### config.mk
export PLATFORM = sky130hd
export DESIGN_NAME = bch_bit_fixer
export DESIGN_NICKNAME = d
export VERILOG_FILES = /design/src/rtl/bch_fix_pkg.sv /design/src/rtl/bch_parity_chk.sv /design/src/rtl/bch_loc_map.sv /design/src/rtl/bch_sector_ram.sv /design/src/rtl/bch_fix_seq.sv /design/src/rtl/bch_bit_fixer.sv
export SDC_FILE = /design/constraint.sdc
export NUM_CORES = 2
export LEC_CHECK = 0
export ABC_AREA = 0
export BUFFER_PORTS_ARGS = -buffer_cell sky130_fd_sc_hd__buf_2
export CORE_MARGIN = 2
export CORE_UTILIZATION = 45
export DETAILED_ROUTE_END_ITERATION = 8
export PLACE_DENSITY_LB_ADDON = 0.12
export SLEW_MARGIN = 20
export SYNTH_ARGS = -nofsm -noshare
export SYNTH_HDL_FRONTEND = slang
export SYNTH_HIERARCHICAL = 1
export SYNTH_MEMORY_MAX_BITS = 65536
export SYNTH_SLANG_ARGS = --single-unit
### constraint.sdc
create_clock -name clk -period 4.7 [get_ports clk]
set_input_delay 0.47 -clock clk [delete_from_list [all_inputs] [get_ports clk]]
set_output_delay 0.47 -clock clk [all_outputs]
set_load 0.05 [all_outputs]
### src/rtl/bch_fix_pkg.sv
package bch_fix_pkg;

  // Sequencer states: one location per FETCH..NEXT pass
  typedef enum logic [2:0] {
    ST_IDLE  = 3'd0,
    ST_FETCH = 3'd1,
    ST_READ  = 3'd2,
    ST_WRITE = 3'd3,
    ST_NEXT  = 3'd4,
    ST_DONE  = 3'd5
  } fix_state_t;

  // Outcome chosen at start time
  typedef enum logic [1:0] {
    GO_WALK   = 2'd0,
    GO_ERASED = 2'd1,
    GO_FAIL   = 2'd2,
    GO_EMPTY  = 2'd3
  } fix_entry_t;

endpackage

### src/rtl/bch_parity_chk.sv
// Detects an erased sector: every parity nibble reads all ones.
module bch_parity_chk #(
  parameter int PAR_NIBBLES = 26,
  localparam int PAR_BITS   = PAR_NIBBLES * 4
) (
  input  logic [PAR_BITS-1:0] par_bits,
  output logic                all_ones
);

  logic [PAR_NIBBLES-1:0] nib_ones;

  generate
    for (genvar n = 0; n < PAR_NIBBLES; n++) begin : g_nib
      assign nib_ones[n] = &par_bits[n*4 +: 4];
    end
  endgenerate

  assign all_ones = &nib_ones;

endmodule

### src/rtl/bch_loc_map.sv
// Maps one raw locator position to a data byte address and bit mask.
module bch_loc_map #(
  parameter int DATA_BITS = 4096,
  parameter int PAR_BITS  = 104,
  parameter int LOC_W     = 13,
  parameter int ADDR_W    = 9
) (
  input  logic [LOC_W-1:0]  loc,
  output logic              hit,
  output logic [ADDR_W-1:0] byte_addr,
  output logic [7:0]        bit_mask
);

  localparam logic [LOC_W-1:0] PAR_L  = LOC_W'(PAR_BITS);
  localparam logic [LOC_W-1:0] DATA_L = LOC_W'(DATA_BITS);

  logic [LOC_W-1:0] rel;
  logic [LOC_W-1:0] mirror;
  logic             in_parity;
  logic             in_data;

  always_comb begin
    in_parity = (loc < PAR_L);
    rel       = loc - PAR_L;
    in_data   = (rel < DATA_L);
    // reversed bit order: offset 0 sits at the last data bit
    mirror    = DATA_L - LOC_W'(1) - rel;
    hit       = !in_parity && in_data;
    byte_addr = ADDR_W'(mirror >> 3);
    bit_mask  = 8'(1) << rel[2:0];
  end

endmodule

### src/rtl/bch_sector_ram.sv
// Single-port sector store, read-first, registered output.
module bch_sector_ram #(
  parameter int DEPTH  = 512,
  parameter int DATA_W = 8,
  localparam int ADDR_W = $clog2(DEPTH)
) (
  input  logic              clk,
  input  logic              we,
  input  logic [ADDR_W-1:0] addr,
  input  logic [DATA_W-1:0] wdata,
  output logic [DATA_W-1:0] rdata
);

  logic [DATA_W-1:0] mem [DEPTH];

  always_ff @(posedge clk) begin
    if (we) begin
      mem[addr] <= wdata;
    end
    rdata <= mem[addr];
  end

endmodule

### src/rtl/bch_fix_seq.sv
// Read-modify-write sequencer walking the latched locations.
module bch_fix_seq
  import bch_fix_pkg::*;
#(
  parameter int MAX_LOC = 8,
  parameter int LOC_W   = 13,
  parameter int ADDR_W  = 9,
  localparam int CNT_W  = $clog2(MAX_LOC + 1),
  localparam int IDX_W  = (MAX_LOC > 1) ? $clog2(MAX_LOC) : 1
) (
  input  logic                     clk,
  input  logic                     rst,
  input  logic                     start,
  input  logic [CNT_W-1:0]         err_cnt,
  input  logic                     uncorr,
  input  logic                     par_erased,
  input  logic [MAX_LOC*LOC_W-1:0] err_locs,
  // location mapper
  output logic [LOC_W-1:0]         cur_loc,
  input  logic                     map_hit,
  input  logic [ADDR_W-1:0]        map_addr,
  input  logic [7:0]               map_mask,
  // sector RAM
  output logic [ADDR_W-1:0]        ram_addr,
  output logic                     ram_we,
  output logic [7:0]               ram_wdata,
  input  logic [7:0]               ram_rdata,
  // status
  output logic                     busy,
  output logic                     done,
  output logic                     fail,
  output logic                     erased,
  output logic [CNT_W-1:0]         fixed_cnt
);

  fix_state_t        state_q;
  fix_entry_t        entry;
  logic [LOC_W-1:0]  loc_q [MAX_LOC];
  logic [IDX_W-1:0]  idx_q;
  logic [CNT_W-1:0]  cnt_q;
  logic [ADDR_W-1:0] addr_q;
  logic [7:0]        mask_q;
  logic              busy_q, done_q, fail_q, erased_q;
  logic [CNT_W-1:0]  fix_q;
  logic              last_loc;

  // entry decision; erased check outranks the locator verdict
  always_comb begin
    if (par_erased) begin
      entry = GO_ERASED;
    end else if (uncorr || (err_cnt > CNT_W'(MAX_LOC))) begin
      entry = GO_FAIL;
    end else if (err_cnt == '0) begin
      entry = GO_EMPTY;
    end else begin
      entry = GO_WALK;
    end
  end

  assign cur_loc  = loc_q[idx_q];
  assign last_loc = ((CNT_W'(idx_q) + CNT_W'(1)) == cnt_q);

  always_ff @(posedge clk) begin
    if (rst) begin
      state_q  <= ST_IDLE;
      idx_q    <= '0;
      cnt_q    <= '0;
      addr_q   <= '0;
      mask_q   <= '0;
      busy_q   <= 1'b0;
      done_q   <= 1'b0;
      fail_q   <= 1'b0;
      erased_q <= 1'b0;
      fix_q    <= '0;
      for (int i = 0; i < MAX_LOC; i++) begin
        loc_q[i] <= '0;
      end
    end else begin
      case (state_q)
        ST_IDLE: begin
          if (start) begin
            for (int i = 0; i < MAX_LOC; i++) begin
              loc_q[i] <= err_locs[i*LOC_W +: LOC_W];
            end
            cnt_q    <= err_cnt;
            idx_q    <= '0;
            fix_q    <= '0;
            fail_q   <= (entry == GO_FAIL);
            erased_q <= (entry == GO_ERASED);
            if (entry == GO_WALK) begin
              busy_q  <= 1'b1;
              state_q <= ST_FETCH;
            end else begin
              done_q  <= 1'b1;
              state_q <= ST_DONE;
            end
          end
        end
        ST_FETCH: begin
          addr_q  <= map_addr;
          mask_q  <= map_mask;
          state_q <= map_hit ? ST_READ : ST_NEXT;
        end
        ST_READ: begin
          state_q <= ST_WRITE;
        end
        ST_WRITE: begin
          fix_q   <= fix_q + CNT_W'(1);
          state_q <= ST_NEXT;
        end
        ST_NEXT: begin
          if (last_loc) begin
            busy_q  <= 1'b0;
            done_q  <= 1'b1;
            state_q <= ST_DONE;
          end else begin
            idx_q   <= idx_q + IDX_W'(1);
            state_q <= ST_FETCH;
          end
        end
        ST_DONE: begin
          done_q  <= 1'b0;
          state_q <= ST_IDLE;
        end
        default: begin
          busy_q  <= 1'b0;
          done_q  <= 1'b0;
          state_q <= ST_IDLE;
        end
      endcase
    end
  end

  // RAM is addressed from the latched address; the read issued in READ
  // returns in WRITE, where the flipped byte goes back.
  assign ram_addr  = addr_q;
  assign ram_we    = (state_q == ST_WRITE);
  assign ram_wdata = ram_rdata ^ mask_q;

  assign busy      = busy_q;
  assign done      = done_q;
  assign fail      = fail_q;
  assign erased    = erased_q;
  assign fixed_cnt = fix_q;

endmodule

### src/rtl/bch_bit_fixer.sv
// Top: sector RAM, host port arbitration, mapper and sequencer.
module bch_bit_fixer #(
  parameter int SECTOR_BYTES = 512,
  parameter int PAR_NIBBLES  = 26,
  parameter int MAX_LOC      = 8,
  localparam int DATA_BITS   = SECTOR_BYTES * 8,
  localparam int PAR_BITS    = PAR_NIBBLES * 4,
  localparam int LOC_W       = $clog2(DATA_BITS + PAR_BITS),
  localparam int ADDR_W      = $clog2(SECTOR_BYTES),
  localparam int CNT_W       = $clog2(MAX_LOC + 1)
) (
  input  logic                     clk,
  input  logic                     rst,
  input  logic                     start,
  input  logic [CNT_W-1:0]         err_cnt,
  input  logic                     uncorr,
  input  logic [PAR_BITS-1:0]      par_bits,
  input  logic [MAX_LOC*LOC_W-1:0] err_locs,
  input  logic                     host_we,
  input  logic [ADDR_W-1:0]        host_addr,
  input  logic [7:0]               host_wdata,
  output logic [7:0]               host_rdata,
  output logic                     busy,
  output logic                     done,
  output logic                     fail,
  output logic                     erased,
  output logic [CNT_W-1:0]         fixed_cnt
);

  logic              par_erased;
  logic [LOC_W-1:0]  cur_loc;
  logic              map_hit;
  logic [ADDR_W-1:0] map_addr;
  logic [7:0]        map_mask;
  logic [ADDR_W-1:0] eng_addr;
  logic              eng_we;
  logic [7:0]        eng_wdata;
  logic [ADDR_W-1:0] mem_addr;
  logic              mem_we;
  logic [7:0]        mem_wdata;
  logic [7:0]        mem_rdata;

  bch_parity_chk #(
    .PAR_NIBBLES (PAR_NIBBLES)
  ) par_chk_i (
    .par_bits (par_bits),
    .all_ones (par_erased)
  );

  bch_loc_map #(
    .DATA_BITS (DATA_BITS),
    .PAR_BITS  (PAR_BITS),
    .LOC_W     (LOC_W),
    .ADDR_W    (ADDR_W)
  ) loc_map_i (
    .loc       (cur_loc),
    .hit       (map_hit),
    .byte_addr (map_addr),
    .bit_mask  (map_mask)
  );

  bch_fix_seq #(
    .MAX_LOC (MAX_LOC),
    .LOC_W   (LOC_W),
    .ADDR_W  (ADDR_W)
  ) seq_i (
    .clk        (clk),
    .rst        (rst),
    .start      (start),
    .err_cnt    (err_cnt),
    .uncorr     (uncorr),
    .par_erased (par_erased),
    .err_locs   (err_locs),
    .cur_loc    (cur_loc),
    .map_hit    (map_hit),
    .map_addr   (map_addr),
    .map_mask   (map_mask),
    .ram_addr   (eng_addr),
    .ram_we     (eng_we),
    .ram_wdata  (eng_wdata),
    .ram_rdata  (mem_rdata),
    .busy       (busy),
    .done       (done),
    .fail       (fail),
    .erased     (erased),
    .fixed_cnt  (fixed_cnt)
  );

  // The engine owns the single RAM port for the whole busy window.
  always_comb begin
    if (busy) begin
      mem_addr  = eng_addr;
      mem_we    = eng_we;
      mem_wdata = eng_wdata;
    end else begin
      mem_addr  = host_addr;
      mem_we    = host_we;
      mem_wdata = host_wdata;
    end
  end

  bch_sector_ram #(
    .DEPTH  (SECTOR_BYTES),
    .DATA_W (8)
  ) ram_i (
    .clk   (clk),
    .we    (mem_we),
    .addr  (mem_addr),
    .wdata (mem_wdata),
    .rdata (mem_rdata)
  );

  assign host_rdata = mem_rdata;

endmodule

==> results.yml <==
sta:
  slew_headroom_pct: 15.7
  skew_ns: 0.111
  finalSetupViolations: 0
  finalCriticalPeriod_ns: 4.68
  min_period_over_period_pct: 99.5
  slew_viol_final: 0
  max_freq_mhz: 214
  setup_tns_ns: 0
  tightest_slew_ns: 1.25
  rsz0062_at_grt: "false"
  hold_viol_final: 0
synth:
  syn_inst: 8125
  syn_nets: 8362
  synth_compound_area_share_pct: 3.48
  ys_warn_count: 6
  synth-simple-area-share_pct: 3.44
  post_synth_num_cell_types: 90
  ys.flop_type: "edfxtp_1"
  yosysSeqAreaShare_pct: 76.8
  synth_top_family_by_area: "multiplexers"
  synth_xor_area_share_pct: 0.110
  synth_area_per_cell_um2: 20.4
  syn_area_mm2: 0.165
  ys_seq_elements: 4246
  post_synth_fa_ha_maj_area_fraction_pct: 0.0227
  async_flop_share_pct: 0
  synth_mux_area_share_pct: 14.5
  synth_edf_count: 4200
power_and_ir_drop:
  clockPowerShare_pct: 40.6
  p_per_area_mw_per_mm2: 439
  p_leak_nw: 62.0
  comb_power_share_pct: 8.9
  total_power_w: 0.0845
  internal_power_w: 0.0648
  ir_drop_v: 0.000404
  p_seq_share_pct: 50.5
  p_sw_w: 0.0197
  swShare_pct: 23.4
global_routing:
  track_usage_pct: 26.2
  antenna_found_initial: 30
  grt_first_pass_wirelength_mm: 687
  grt_max_degree: 128
  gr-total-overflow: 0
  grt_pass1_vias: 87500
final_layout:
  drive_above_1_share_pct: 26.8
  finalNetCount: 9359
  layout_common_cells: "4200 x edfxtp_1, 842 x mux4_2, 611 x buf_4"
  area_growth_pct: 16.3
  final_common_cell: "edfxtp_1"
  final_cell_area_mm2: 0.192
  n_fill_cell: 28600
worst_setup_path:
  rrSetupSlack_ns: 0.02
  cp_max_fo: 23
  slowest_delay_ns: 0.52
  arrival_ns: 5.45
  crit_end: "ram_i/rdata[7]"
  end_kind: "flip-flop"
  crit-reg2reg-launch: "seq_i/busy"
  reg2reg_to: "ram_i/rdata[7]"
  path_cells: "mux2_4 > buf_4 > and3b_2 > buf_4 > a22o_1 > a221oi_1 > a31oi_2 > buf_4 > nor4_2 > buf_4 > nor4bb_1 > buf_4 > nand4_1"
  path_common_cell: "buf_4"
  required_ns: 5.47
  slowest_stage: "mux2_4"
  start_kind: "flip-flop"
  cp_top_family: "buffers and inverters"
  crit_buf_inv: 5
  crit_cells: 13
  worstSetupPathType: "reg -> reg"
  setup.worst_path.start: "seq_i/busy"
  r2r.worst_path.cells: 13
floorplanning:
  fp.dieArea_mm2: 0.372
  die_w_um: 610
  start_util_pct: 45.2
  coreArea_mm2: 0.366
  rows: 222
  io-pin-count: 250
  die_height_um: 610
cts:
  cts_tree: "done"
  cts_buffers: 439
  clk-insertion-delay-late_ns: 0.99
  clkSinkCount: 4246
  cts_root_buf: "clkbuf_16"
  h-tree-depth: 5
  clk_path_buf_depth: 4
  clkTransAtPathRegs_ns: 0.06
route:
  wl_per_cell_um: 34.6
  dr.pass1.iters: 6
  drcViolationCount: 0
  drt_iter0_drc: 11300
  vias_per_cell: 6.18
  postRouteAntennaNets: 0
  routed_wl_mm: 495
  vias: 88400
status:
  outcome: "finished, final reports clean"
worst_hold_path:
  hold_class: "in -> reg"
placement:
  routabilityCongestion: 0.872
  dpl_cell_area_mm2: 0.177
  hpwl_mm: 317
  portBuffers: 249
run:
  cap_viol_max_count: 0
==> cell type report <==
| class | count | area, um^2 | share of cell area (%) |
|---|---|---|---|
| sequential | 4246 | 127000 | 66.0 |
| antenna | 8 | 20.0 | 0.0104 |
| tap | 4816 | 6030 | 3.13 |
| multi-input combinational | 3349 | 36200 | 18.8 |
| timing repair buffer | 1076 | 9020 | 4.69 |
| clock buffer | 545 | 11500 | 5.99 |
| clock inverter | 256 | 2560 | 1.33 |
| inverter | 10 | 42.5 | 0.0221 |
==> state kept, by name, summed over array words and instances (netlist names), named ones only <==
register and flops:
ram_i/mem 4096, seq_i/fixed_cnt 4, seq_i/loc_q 104, seq_i/idx_q 3, seq_i/cnt_q 4, seq_i/erased 1, seq_i/busy 1, seq_i/state_q 3
seq_i/done 1, ram_i/rdata 8, seq_i/fail 1, seq_i/ram_addr 9, seq_i/mask_q 8
==> tightest hold or removal path, stage by stage <==
cell and delay, ns:
buf_2 0.10, nand4_1 0.07, nor4_2 0.05, nand4_1 0.14, nor2_1 0.10, nand2_1 0.06, a21oi_1 0.05
==> through the flow <==
step | std cells | worst slack, ns | utilization, % | hold WS [ns]
floorplan | 8125 | -0.571 | - | 0.433
global placement | 13400 | -0.598 | 48.4 | 0.444
detailed placement | 13400 | -0.509 | 48.4 | 0.452
CTS | 14300 | 0.0546 | 52.6 | 0.0709
global route | 14300 | 0.0170 | 52.6 | 0.124
finish | 14300 | 0.0233 | 52.6 | 0.121
==> worst min-delay path by stage <==
stage / start / cells after the start / slack [ns] / endpoint
finish: par_bits[6] / 7 / 0.12 / seq_i/erased
global route: par_bits[6] / 7 / 0.12 / seq_i/erased
CTS: par_bits[6] / 7 / 0.07 / seq_i/erased
detailed placement: seq_i/ram_addr[6] / 2 / 0.45 / seq_i/ram_addr[6]
global placement: seq_i/ram_addr[6] / 2 / 0.44 / seq_i/ram_addr[6]
floorplan: seq_i/ram_addr[6] / 2 / 0.43 / seq_i/ram_addr[6]
==> power by group through the flow <==
stage	clock [W]	sequential [W]	combinational, W
after floorplan	0	0.0437	0.00390
after global placement	0	0.0435	0.00729
after detailed placement	0	0.0435	0.00741
after CTS	0.0348	0.0427	0.00754
after global routing	0.0362	0.0427	0.00784
final	0.0343	0.0427	0.00753
==> what timing repair did <==
action,4_1_cts,5_1_grt
hold endpoints to repair,114,0
setup buffers,7,2
pin swaps,0,1
cloned,2,0
hold buffers,114,0
resized for setup,14,3
endpoints found under the setup margin,4,2
==> routing by layer <==
| layer | vias to the layer above | wire length (um) | share of wire, % | GRT usage (%) |
|---|---|---|---|---|
| li1 | 35900 | - | - | - |
| met1 | 47500 | 206000 | 42 | 37.8 |
| met2 | 4234 | 231000 | 47 | 41.1 |
| met3 | 774 | 40600 | 8.2 | 4.20 |
| met4 | 22 | 16600 | 3.4 | 8.39 |
| met5 | - | 151 | 0.031 | 0 |
==> kinds of logic after synthesis <==
group | count (synthesis)
XOR/XNOR | 19
buffers and inverters | 532
AO/OA/AOI/OAI | 807
adder cells (fa/ha/maj) | 3
flip-flops | 4246
multiplexers | 1326
AND/OR/NAND/NOR | 1192
==> cell usage after synthesis (12+ instances only) <==
cell type	count	area share [%]
a211oi_1	38	0.17
a21oi_1	103	0.31
a221oi_1	91	0.48
a22o_1	47	0.25
a22oi_1	181	0.82
a31oi_1	77	0.29
a32oi_1	26	0.14
and2_1	36	0.14
and3_1	86	0.33
buf_1	22	0.050
buf_2	191	0.58
buf_4	59	0.27
buf_6	27	0.18
clkbuf_1	215	0.49
dfxtp_1	46	0.56
edfxtp_1	4200	76
mux2_2	39	0.27
mux2i_1	435	2.6
mux4_2	842	11
nand2_1	179	0.41
nand3_1	49	0.15
nand4_1	75	0.28
nor2_1	561	1.3
nor2b_1	51	0.19
nor3_1	28	0.085
nor3b_1	15	0.068
nor4_1	45	0.17
o211ai_1	16	0.073
o21ai_0	48	0.15
o221ai_1	12	0.064
o22ai_1	118	0.45
xor2_1	13	0.069
Note: power is estimated with default switching activity, not from simulation.
